$ cat src/rtl/cfg_lock_store.sv
module cfg_lock_store #(
  parameter int ADDR_W = 4,
  parameter int DATA_W = 8,
  parameter int SIG_W = 24,
  parameter int ERASE_CYCLES = 12
) (
  input  logic              clk,
  input  logic              rst_n,
  input  logic              cmd_valid,
  input  logic [2:0]        cmd_op,
  input  logic [ADDR_W-1:0] cmd_addr,
  input  logic [DATA_W-1:0] cmd_wdata,
  input  logic [SIG_W-1:0]  cmd_sig,
  output logic              busy,
  output logic              rd_valid,
  output logic [DATA_W-1:0] rd_data,
  output logic              sig_valid,
  output logic [SIG_W-1:0]  sig_data,
  output logic              err
);
  localparam int DEPTH = 1 << ADDR_W;
  localparam int CNT_W = $clog2(ERASE_CYCLES + 1);
  localparam logic [2:0] OP_PROG  = 3'd1;
  localparam logic [2:0] OP_READ  = 3'd2;
  localparam logic [2:0] OP_ERASE = 3'd3;
  localparam logic [2:0] OP_LOCK  = 3'd4;
  localparam logic [2:0] OP_SPROG = 3'd5;
  localparam logic [2:0] OP_SREAD = 3'd6;
  localparam logic [2:0] OP_PLOCK = 3'd7;

  logic [DATA_W-1:0] fuse [DEPTH];
  logic              sec;
  logic              sig_done;
  logic [SIG_W-1:0]  sig_word;
  logic [CNT_W-1:0]  cnt;
  logic              go;

  assign busy = (cnt != '0);
  assign go   = cmd_valid && !busy;

  always_ff @(posedge clk or negedge rst_n) begin
    if (!rst_n) begin
      for (int i = 0; i < DEPTH; i++) fuse[i] <= '1;
      sec       <= 1'b0;
      sig_done  <= 1'b0;
      sig_word  <= '0;
      cnt       <= '0;
      rd_valid  <= 1'b0;
      rd_data   <= '0;
      sig_valid <= 1'b0;
      sig_data  <= '0;
      err       <= 1'b0;
    end else begin
      rd_valid  <= 1'b0;
      rd_data   <= '0;
      sig_valid <= 1'b0;
      sig_data  <= '0;
      err       <= 1'b0;
      if (busy) cnt <= cnt - CNT_W'(1);
      if (go) begin
        case (cmd_op)
          OP_PROG, OP_PLOCK: begin
            if (sec) err <= 1'b1;
            else begin
              fuse[cmd_addr] <= cmd_wdata;
              if (cmd_op == OP_PLOCK) sec <= 1'b1;
            end
          end
          OP_READ: begin
            rd_valid <= 1'b1;
            if (sec) err <= 1'b1;
            else rd_data <= fuse[cmd_addr];
          end
          OP_ERASE: begin
            for (int i = 0; i < DEPTH; i++) fuse[i] <= '1;
            sec      <= 1'b0;
            sig_done <= 1'b0;
            sig_word <= '0;
            cnt      <= CNT_W'(ERASE_CYCLES);
          end
          OP_LOCK: sec <= 1'b1;
          OP_SPROG: begin
            if (sig_done) err <= 1'b1;
            else begin
              sig_word <= cmd_sig;
              sig_done <= 1'b1;
            end
          end
          OP_SREAD: begin
            sig_valid <= 1'b1;
            sig_data  <= sig_word;
          end
          default: ;
        endcase
      end
    end
  end
endmodule


$ cat config.mk
export PLATFORM = sky130hd
export DESIGN_NAME = cfg_lock_store
export DESIGN_NICKNAME = d
export VERILOG_FILES = /design/src/rtl/cfg_lock_store.sv
export SDC_FILE = /design/constraint.sdc
export NUM_CORES = 1
export LEC_CHECK = 0
export BUFFER_PORTS_ARGS = -buffer_cell sky130_fd_sc_hd__buf_2
export CAP_MARGIN = 20
export CORE_UTILIZATION = 35
export DETAILED_ROUTE_END_ITERATION = 10
export MAX_ROUTING_LAYER = met4
export RECOVER_POWER = 50
export SLEW_MARGIN = 15
export SYNTH_ARGS = -nofsm -noshare
export SYNTH_HDL_FRONTEND = slang
export SYNTH_SLANG_ARGS = --single-unit
export TNS_END_PERCENT = 50
$ cat constraint.sdc
create_clock -name clk -period 2.45 [get_ports clk]
set_clock_uncertainty 0.2 [all_clocks]
set_input_delay 0.245 -clock clk [delete_from_list [all_inputs] [get_ports clk]]
set_output_delay 0.245 -clock clk [all_outputs]
set_load 0.05 [all_outputs]
======== Word level (Yosys, flattened, before mapping) ========
Index checks and enable logic that the tools add are counted.
W data, S select, Z words.
operators by class
  $add $sub $neg .......................... 1
  $lt $le $gt $ge ......................... 2
  equality and inequality tests ........... 9
  multiplexer cells ....................... 30
  bitwise operators ....................... 1
  reductions and logical operators ........ 13
operator list
  cell                   number
  $pmux W128 S2          1
  $bwmux W128            1
  $mux W128              1
  $mux W24               3
  $mux W8                6
  $pmux W24 S2           1
  $bmux W8 S4            1
  $demux W8 S4           1
  $eq A3 B3 Y1 const B   4
  $mux W4                3
  $mux W1                9
  $eq A3 B2 Y1 const B   2
  $reduce_and A3 Y1      2
  $ge A5 B5 Y1 const B   1
  $lt A5 B1 Y1 const B   1
  $not A4 Y5             1
  $ne A2 B2 Y1 const B   2
  $pmux W1 S2            2
  $reduce_and A2 Y1      2
  $reduce_bool A2 Y1     2
  $reduce_bool A4 Y1     1
  $sub A4 B1 Y4 const B  1
  $eq A3 B1 Y1 const B   1
  $pmux W1 S3            1
  other kinds (5)        6
storage, ports and cells
  flip-flop bits (word level) ............. 193
  output and inout bits ................... 36

======== Logic depth before layout (Yosys ltp) ========
Gate-level depths: netlist of the first run.
  depth in word-level cells ............... 8
  gate-level depth with buffers ........... 10

======== Least setup slack after synthesis of the first run ========
No wires, ideal clock.
  path type ............................... reg2reg
  from .................................... register cnt[0]
  to ...................................... register fuse[64] in the netlist's numbering
  library setup time ...................... 75 ps
  arrival ................................. 1742 ps
  data required time ...................... 2175 ps
  path slack .............................. 433 ps
  cell stages (with the launch flop) ...... 8
  path buffers ............................ 1
  period minus slack after synthesis ...... 2017 ps
  path through ............................ dfrtp_1 -> inv_1 -> ha_1 -> and4bb_2 -> buf_4 -> nand3_1 -> nor2_2 -> mux2i_1
on the way
  cells in the longest elaborated chain, start to end .. 4
ends and longest elaborated chain
  what                                line  text
  start, declared                     35    logic [CNT_W-1:0] cnt;
  start signal, assigned              59    if (busy) cnt <= cnt - CNT_W'(1);
  start signal, assigned              79    cnt <= CNT_W'(ERASE_CYCLES);
  $reduce_bool A4 Y1                  38    assign busy = (cnt != '0);
  $logic_not A1 Y1                    39    assign go = cmd_valid && !busy;
  $logic_and A1 B1 Y1                 39
  $reduce_and A3 Y1 (no source line)  -
  end signal, assigned by index       65    fuse[cmd_addr] <= cmd_wdata;
  end, declared                       31    logic [DATA_W-1:0] fuse [DEPTH];
No other way between the ends.
A chain may end at the register's enable or synchronous reset.

======== Worst setup path after layout of the first run ========
  from .................................... register cnt[0]
  to ...................................... output busy
on the way
  cells in the longest elaborated chain, start to end .. 1
ends and longest elaborated chain
  what                line  text
  $reduce_bool A4 Y1  38
  end, declared       14    output logic busy,
No other way between the ends.

==> results_dict.tcl, run 1 <==
set metrics [dict create \
    outcome "completed" \
    r2r_start "cnt[0]$_DFF_PN0_" \
    drt_iter0_drc 403 \
    synthFlopType "dfstp_2" \
    cts_sinks 193 \
    top_usage_layer "met2" \
    setup_viol 0 \
    ant_nets 0 \
    synthCells 692 \
    layout_setup_ws_ns 0.1737 \
    worst_slew_pin_slew_ns 1.013 \
    r2r_end "rd_data[4]$_DFF_PN0_" \
    cpMaxStageDelayCell "dfrtp_1" \
    cp-endpoint "busy" \
    required_ns 2.01 \
    post-route-min-period_ns 2.276 \
    place_ws_ns 0.1879 \
    fin_util 0.4304 \
    htree_levels 4 \
    syn_area_per_cell_um2 12.84 \
    grtUsageMet1 0.2399 \
    cts_buffer_depth 2 \
    std_cell_rows 57 \
    r2r_setup_slack_ns 0.23 \
    arrival_ns 1.83 \
    grt-ovfl-total 0 \
    cp.depth 5 \
    fmax_ghz 0.4393 \
    final_common_cell "mux2i_1" \
    critical_path.top_delay_family "flip-flops" \
    grt_pass1_wl_um 33560 \
    root_buffer "clkbuf_16" \
    cellLeakagePower_nw 4.577 \
    die_y_um 161.4 \
    slowest_delay_ns 0.41 \
    hold_viol_final 0 \
    holdBufCountCts 30 \
    totalNegativeSetupSlack_ns 0 \
    synth_seq_cells 193 \
    cts_setup_buffers 0 \
    vias_per_cell 4.935 \
    crit_type "reg2out" \
    peakVddDrop_mv 0.5040 \
    grt_max_degree 75 \
    critical_path.cell_chain "inv_1 -> ha_1 -> inv_1 -> or3_1 -> buf_2" \
    worstSkewPairLatency_ns 0.44 \
    power_density_nw_per_um2 1045 \
    die_area_um2 26040 \
    ys_types 42 \
    io_buffers 77 \
    crit_top_cell "inv_1" \
    fill_cells 2300 \
    cts_buffers 17 \
    drt_pass1_iterations 4 \
    slew_viol_final 0 \
    routedWlPerCell_um 18.26 \
    coreArea_um2 24600 \
    tritoncts "done" \
    synth_edf_count 0 \
    min_path_type "in2reg" \
    rr_worst_depth 5 \
    cp_max_fo 4 \
    slew_headroom 0.3244 \
    place_congestion 0.7680 \
    num_vias 5611 \
    synthArstFlopShare 1.000 \
    syn_to_final_growth_pct 19.14 \
    fp.dieW_um 161.4 \
    period_share 0.9291 \
    syn_area_um2 8889 \
    diodes 0 \
    pin_count 78 \
    critPathBufInv 3 \
    initial_core_util 0.3613 \
    fin_nets 843 \
    seq_area_frac_synth 0.5614 \
    cp-start-kind "flip-flop" \
    dpl-instance-area_um2 9768 \
    drt_wl_total_um 20770 \
    yosys_warnings 0 \
    drive_gt1_frac 0.3690 \
    use_met3 0.03236 \
    cp-startpoint "cnt[0]$_DFF_PN0_" \
    syn-num-nets 735 \
    drc 0 \
    antenna_found_initial 0 \
    rsz0062_at_grt "false" \
    dp_hpwl_um 13320 \
    grt_usage 0.1710 \
    layout_common_cells "mux2i_1 (136), nor2_1 (134), dfstp_2 (128)" \
    design_area_um2 10590 \
    grt_pass1_vias 5867 \
    cts.repair.resized 0 \
    drv_cap 0 \
    path_clk_slew_ns 0.08 \
    grt_use_met2 0.2598 \
    end_kind "output pin" \
]
## per-stage QoR
stage	power (mW)	instances	hold WS, ns
floorplan	7.628	692	-0.2506
global placement	8.201	1075	0.1274
detailed placement	8.314	1075	0.1209
CTS	11.20	1137	0.05201
global route	11.75	1137	0.09439
finish	11.06	1137	0.06922
## worst min-delay path, stage by stage
cell	delay, ns
buf_2	0.17
nand3_1	0.12
nand2_1	0.05
o21ai_0	0.07
## cells in the mapped netlist (all sizes together), types with 2 or more instances
| cell | number | area [µm²] |
|---|---|---|
| a211o | 2 | 17.52 |
| a211oi | 17 | 132.6 |
| a21oi | 2 | 10.01 |
| a22o | 24 | 210.2 |
| and2 | 24 | 150.1 |
| and2b | 2 | 15.01 |
| and3 | 2 | 12.51 |
| buf | 37 | 235.2 |
| clkbuf | 18 | 67.56 |
| dfrtp | 65 | 1627 |
| dfstp | 128 | 3363 |
| inv | 12 | 45.04 |
| mux2i | 136 | 1361 |
| mux4 | 32 | 720.7 |
| nand2 | 4 | 15.01 |
| nand2b | 5 | 31.28 |
| nand3 | 4 | 20.02 |
| nand3b | 2 | 15.01 |
| nand4b | 2 | 32.53 |
| nor2 | 143 | 559.3 |
| nor2b | 10 | 62.56 |
| nor3 | 2 | 10.01 |
| nor3b | 3 | 22.52 |
| o21ai | 2 | 10.01 |
| or3 | 2 | 12.51 |
| or4 | 2 | 18.77 |
| xnor2 | 2 | 36.29 |
## routing by layer
metal  part of all wire  wire (µm)
met1               0.48       9979
met2               0.48       9886
met3              0.037        765
met4             0.0064        133
met5                  0          0
## where the power goes
| group | switching [mW] | internal, mW |
|---|---|---|
| Sequential | 0.653 | 5.13 |
| Combinational | 1.11 | 1.40 |
| Clock | 1.40 | 1.37 |
| Total | 3.16 | 7.90 |
## worst min-delay path by stage
stage	from	slack, ns	depth (start not counted)	endpoint
floorplan	rst_n	-0.25	0	cnt[0]$_DFF_PN0_
global placement	rst_n	0.13	1	rd_data[7]$_DFF_PN0_
detailed placement	rst_n	0.12	1	rd_data[7]$_DFF_PN0_
CTS	cmd_op[1]	0.05	4	sec$_DFFE_PN0P_
global route	cmd_valid	0.09	3	err$_DFF_PN0_
finish	cmd_op[1]	0.07	4	sec$_DFFE_PN0P_
## cell families after synthesis
kind of cell	count (synthesis)	synth area share
compound gates	49	0.04434
xor+xnor	3	0.005068
fa+ha+maj	1	0.001407
buf+inv	67	0.03913
flops	193	0.5614
mux	168	0.2342
simple gates	211	0.1144
## state kept, by name, summed over array words and instances, names as in the netlist
register	cells
sig_done	1
cnt	4
sec	1
sig_valid	1
err	1
rd_data	8
rd_valid	1
sig_word	24
sig_data	24
fuse	128
## layout make-up
| cell class | instances | area (µm²) | area share |
|---|---|---|---|
| clock inverters | 15 | 163.9 | 0.01548 |
| repair buffers | 144 | 1005 | 0.09487 |
| inverters | 12 | 45.04 | 0.004253 |
| clock buffers | 17 | 425.4 | 0.04017 |
| well taps | 324 | 405.4 | 0.03828 |
| flip-flops and latches | 193 | 4990 | 0.4712 |
| multi-input cells | 432 | 3556 | 0.3358 |
(Power assumes the default switching activity.)
==> run 2: changes to the inputs <==
--- a/config.mk
+++ b/config.mk
@@ -7,9 +7,12 @@
 export LEC_CHECK = 0
 export BUFFER_PORTS_ARGS = -buffer_cell sky130_fd_sc_hd__buf_2
 export CAP_MARGIN = 20
+export CELL_PAD_IN_SITES_DETAIL_PLACEMENT = 1
+export CELL_PAD_IN_SITES_GLOBAL_PLACEMENT = 2
 export CORE_UTILIZATION = 35
 export DETAILED_ROUTE_END_ITERATION = 10
 export MAX_ROUTING_LAYER = met4
+export PLACE_DENSITY_LB_ADDON = 0.1
 export RECOVER_POWER = 50
 export SLEW_MARGIN = 15
 export SYNTH_ARGS = -nofsm -noshare
==> run 2 against run 1 <==
The flow now finishes with violations (capacitance limit, slew limit). Sequential cell count unchanged. First-iteration DRC count down 24%. Power up 1.5%. Non-clock buffer count up 3. Cell area up 0.87%. Clock-buffer cell count unchanged. Sequential share of layout area down 0.41 points. Die area unchanged. Global-route usage up 2.8 points. Worst hold slack worse by 0.0096 ns. Fmax down 0.81%. Setup slack worse by 0.019 ns. Critical endpoint unchanged.
==> results_dict.tcl, run 2 (synthesized netlist as in run 1, its figures left out) <==
set metrics [dict create \
    outcome "finished with violations" \
    violations "capacitance limit, slew limit" \
    die_area_um2 26040 \
    p_total_mw 11.23 \
    r2r_setup_slack_ns 0.21 \
    totalNegativeSetupSlack_ns 0 \
    hold_start "cmd_op[1]" \
    r2r_end "fuse[12]$_DFFE_PN1P_" \
    initial_core_util 0.3613 \
    cellLeakagePower_nw 4.598 \
    layout_common_cells "mux2i_1 (136), nor2_1 (134), dfstp_2 (128)" \
    drv_cap 1 \
    grt_usage 0.1989 \
    critical_path.top_delay_family "buffers and inverters" \
    dp_hpwl_um 15680 \
    final_common_cell "mux2i_1" \
    antenna_found_initial 0 \
    path_clk_slew_ns 0.07 \
    drt_wl_total_um 23450 \
    worst_slew_pin_slew_ns 1.602 \
    drc 0 \
    largest_reg_flops 128 \
    wl_met2_um 11450 \
    multi_input_area_um2 3567 \
    fp.dieW_um 161.4 \
    routedWlPerCell_um 20.57 \
    cts_buffer_depth 2 \
    drt_iter0_drc 308 \
    period_share 0.9367 \
    rsz0062_at_grt "false" \
    coreArea_um2 24600 \
    grt-ovfl-total 0 \
    fmax_ghz 0.4357 \
    slew_headroom -0.06793 \
    regArea_um2 4990 \
    grt_pass1_vias 6500 \
    rr_worst_depth 7 \
    dp_cells 1079 \
    top_layer "met4" \
    regMostFlops "fuse" \
    die_y_um 161.4 \
    io_buffers 77 \
    cts_buffers 17 \
    peakVddDrop_mv 0.3672 \
    min_path_cells 4 \
    r2r_start "cnt[0]$_DFF_PN0_" \
    htree_levels 4 \
    drive_gt1_frac 0.3689 \
    vias_per_cell 5.062 \
    fill_cells 2621 \
    grt_max_degree 68 \
    crit_top_cell "inv_1" \
    dpl-instance-area_um2 9836 \
    slew_viol_final 67 \
    drt_pass1_iterations 4 \
    min_path_type "in2reg" \
    slowest_delay_ns 0.40 \
    ant_nets 0 \
    root_buffer "clkbuf_16" \
    cpMaxStageDelayCell "dfrtp_1" \
    cp-start-kind "flip-flop" \
    hold_end "sec$_DFFE_PN0P_" \
    pin_count 78 \
    fin_nets 846 \
    arrival_ns 1.85 \
    met1_length_um 11070 \
    place_congestion 0.7651 \
    num_vias 5771 \
    end_kind "output pin" \
    cts_sinks 193 \
    post-route-min-period_ns 2.295 \
    crit_type "reg2out" \
    cp_max_fo 4 \
    required_ns 2.01 \
    grt_pass1_wl_um 38100 \
    tritoncts "done" \
    hold_viol_final 0 \
    critPathBufInv 3 \
    std_cell_rows 57 \
    diodes 0 \
    met3WireLength_um 685 \
    power_density_nw_per_um2 1051 \
    worstSkewPairLatency_ns 0.43 \
    reg_top3 "fuse: 128 flops, sig_data: 24 flops, sig_word: 24 flops" \
    design_area_um2 10680 \
    fin_cells 1140 \
    critical_path.cell_chain "inv_1 -> ha_1 -> inv_1 -> or3_1 -> buf_2" \
    syn_to_final_growth_pct 20.19 \
    setup_viol 0 \
]
run 2: cell count changes in the layout (fill, tap and decap cells not counted), sizes merged:
cell / delta
clkinv: -1
clkinvlp: -1
clkbuf: +2
bufinv: +2
buf: +2
dlygate4sd3: -1
run 2: what timing repair did:
action                                  in CTS  in global routing
buffers inserted                             0                  0
endpoints found under the setup margin       0                 16
endpoints found under the hold margin       70                  0
hold buffers                                29                  0
gates resized for setup                      0                  3
run 2: metrics by stage:
stage / hold WS, ns / utilization / worst slack (ns)
2_1_floorplan: -0.2506 / - / 0.4325
3_5_place_dp: 0.09905 / 0.3997 / 0.08259
5_1_grt: 0.07500 / 0.4342 / 0.004302
3_3_place_gp: 0.08970 / 0.3997 / 0.1437
4_1_cts: 0.03837 / 0.4357 / 0.05592
6_report: 0.05967 / 0.4342 / 0.1550
run 2: metal layers:
metal | vias to the layer above | track usage
met5 | - | -
met4 | 0 | 0.05146
met3 | 14 | 0.02748
met2 | 105 | 0.3184
met1 | 3030 | 0.2661
li1 | 2622 | -
run 2: where the power goes:
group | internal (mW) | total (mW) | switching, mW
Sequential | 5.14 | 5.82 | 0.684
Combinational | 1.40 | 2.56 | 1.15
Clock | 1.54 | 2.85 | 1.32
run 2: how the worst max path moves through the flow:
| stage | from | to | slack [ns] | depth (start not counted) |
|---|---|---|---|---|
| final | cnt[0]$_DFF_PN0_ | busy | 0.15 | 5 |
| after global routing | cnt[0]$_DFF_PN0_ | fuse[95]$_DFFE_PN1P_ | 0.004 | 7 |
| after CTS | cnt[0]$_DFF_PN0_ | fuse[4]$_DFFE_PN1P_ | 0.06 | 7 |
| after detailed placement | cnt[0]$_DFF_PN0_ | fuse[4]$_DFFE_PN1P_ | 0.08 | 7 |
| after global placement | cnt[0]$_DFF_PN0_ | rd_data[7]$_DFF_PN0_ | 0.14 | 5 |
| after floorplan | cnt[0]$_DFF_PN0_ | fuse[64]$_DFFE_PN1P_ | 0.43 | 7 |
run 2: worst min-delay path, stage by stage:
cell and delay [ns]:
buf_2 0.18, nand3_1 0.12, nand2_1 0.05, o21ai_0 0.06
run 2: final cells by class:
cell class / instances / share of cell area
flip-flops and latches: 193 / 0.4671
clock buffers: 17 / 0.03982
well taps: 324 / 0.03795
repair buffers: 147 / 0.1011
clock inverters: 15 / 0.01593
inverters: 12 / 0.004216
multi-input cells: 432 / 0.3339
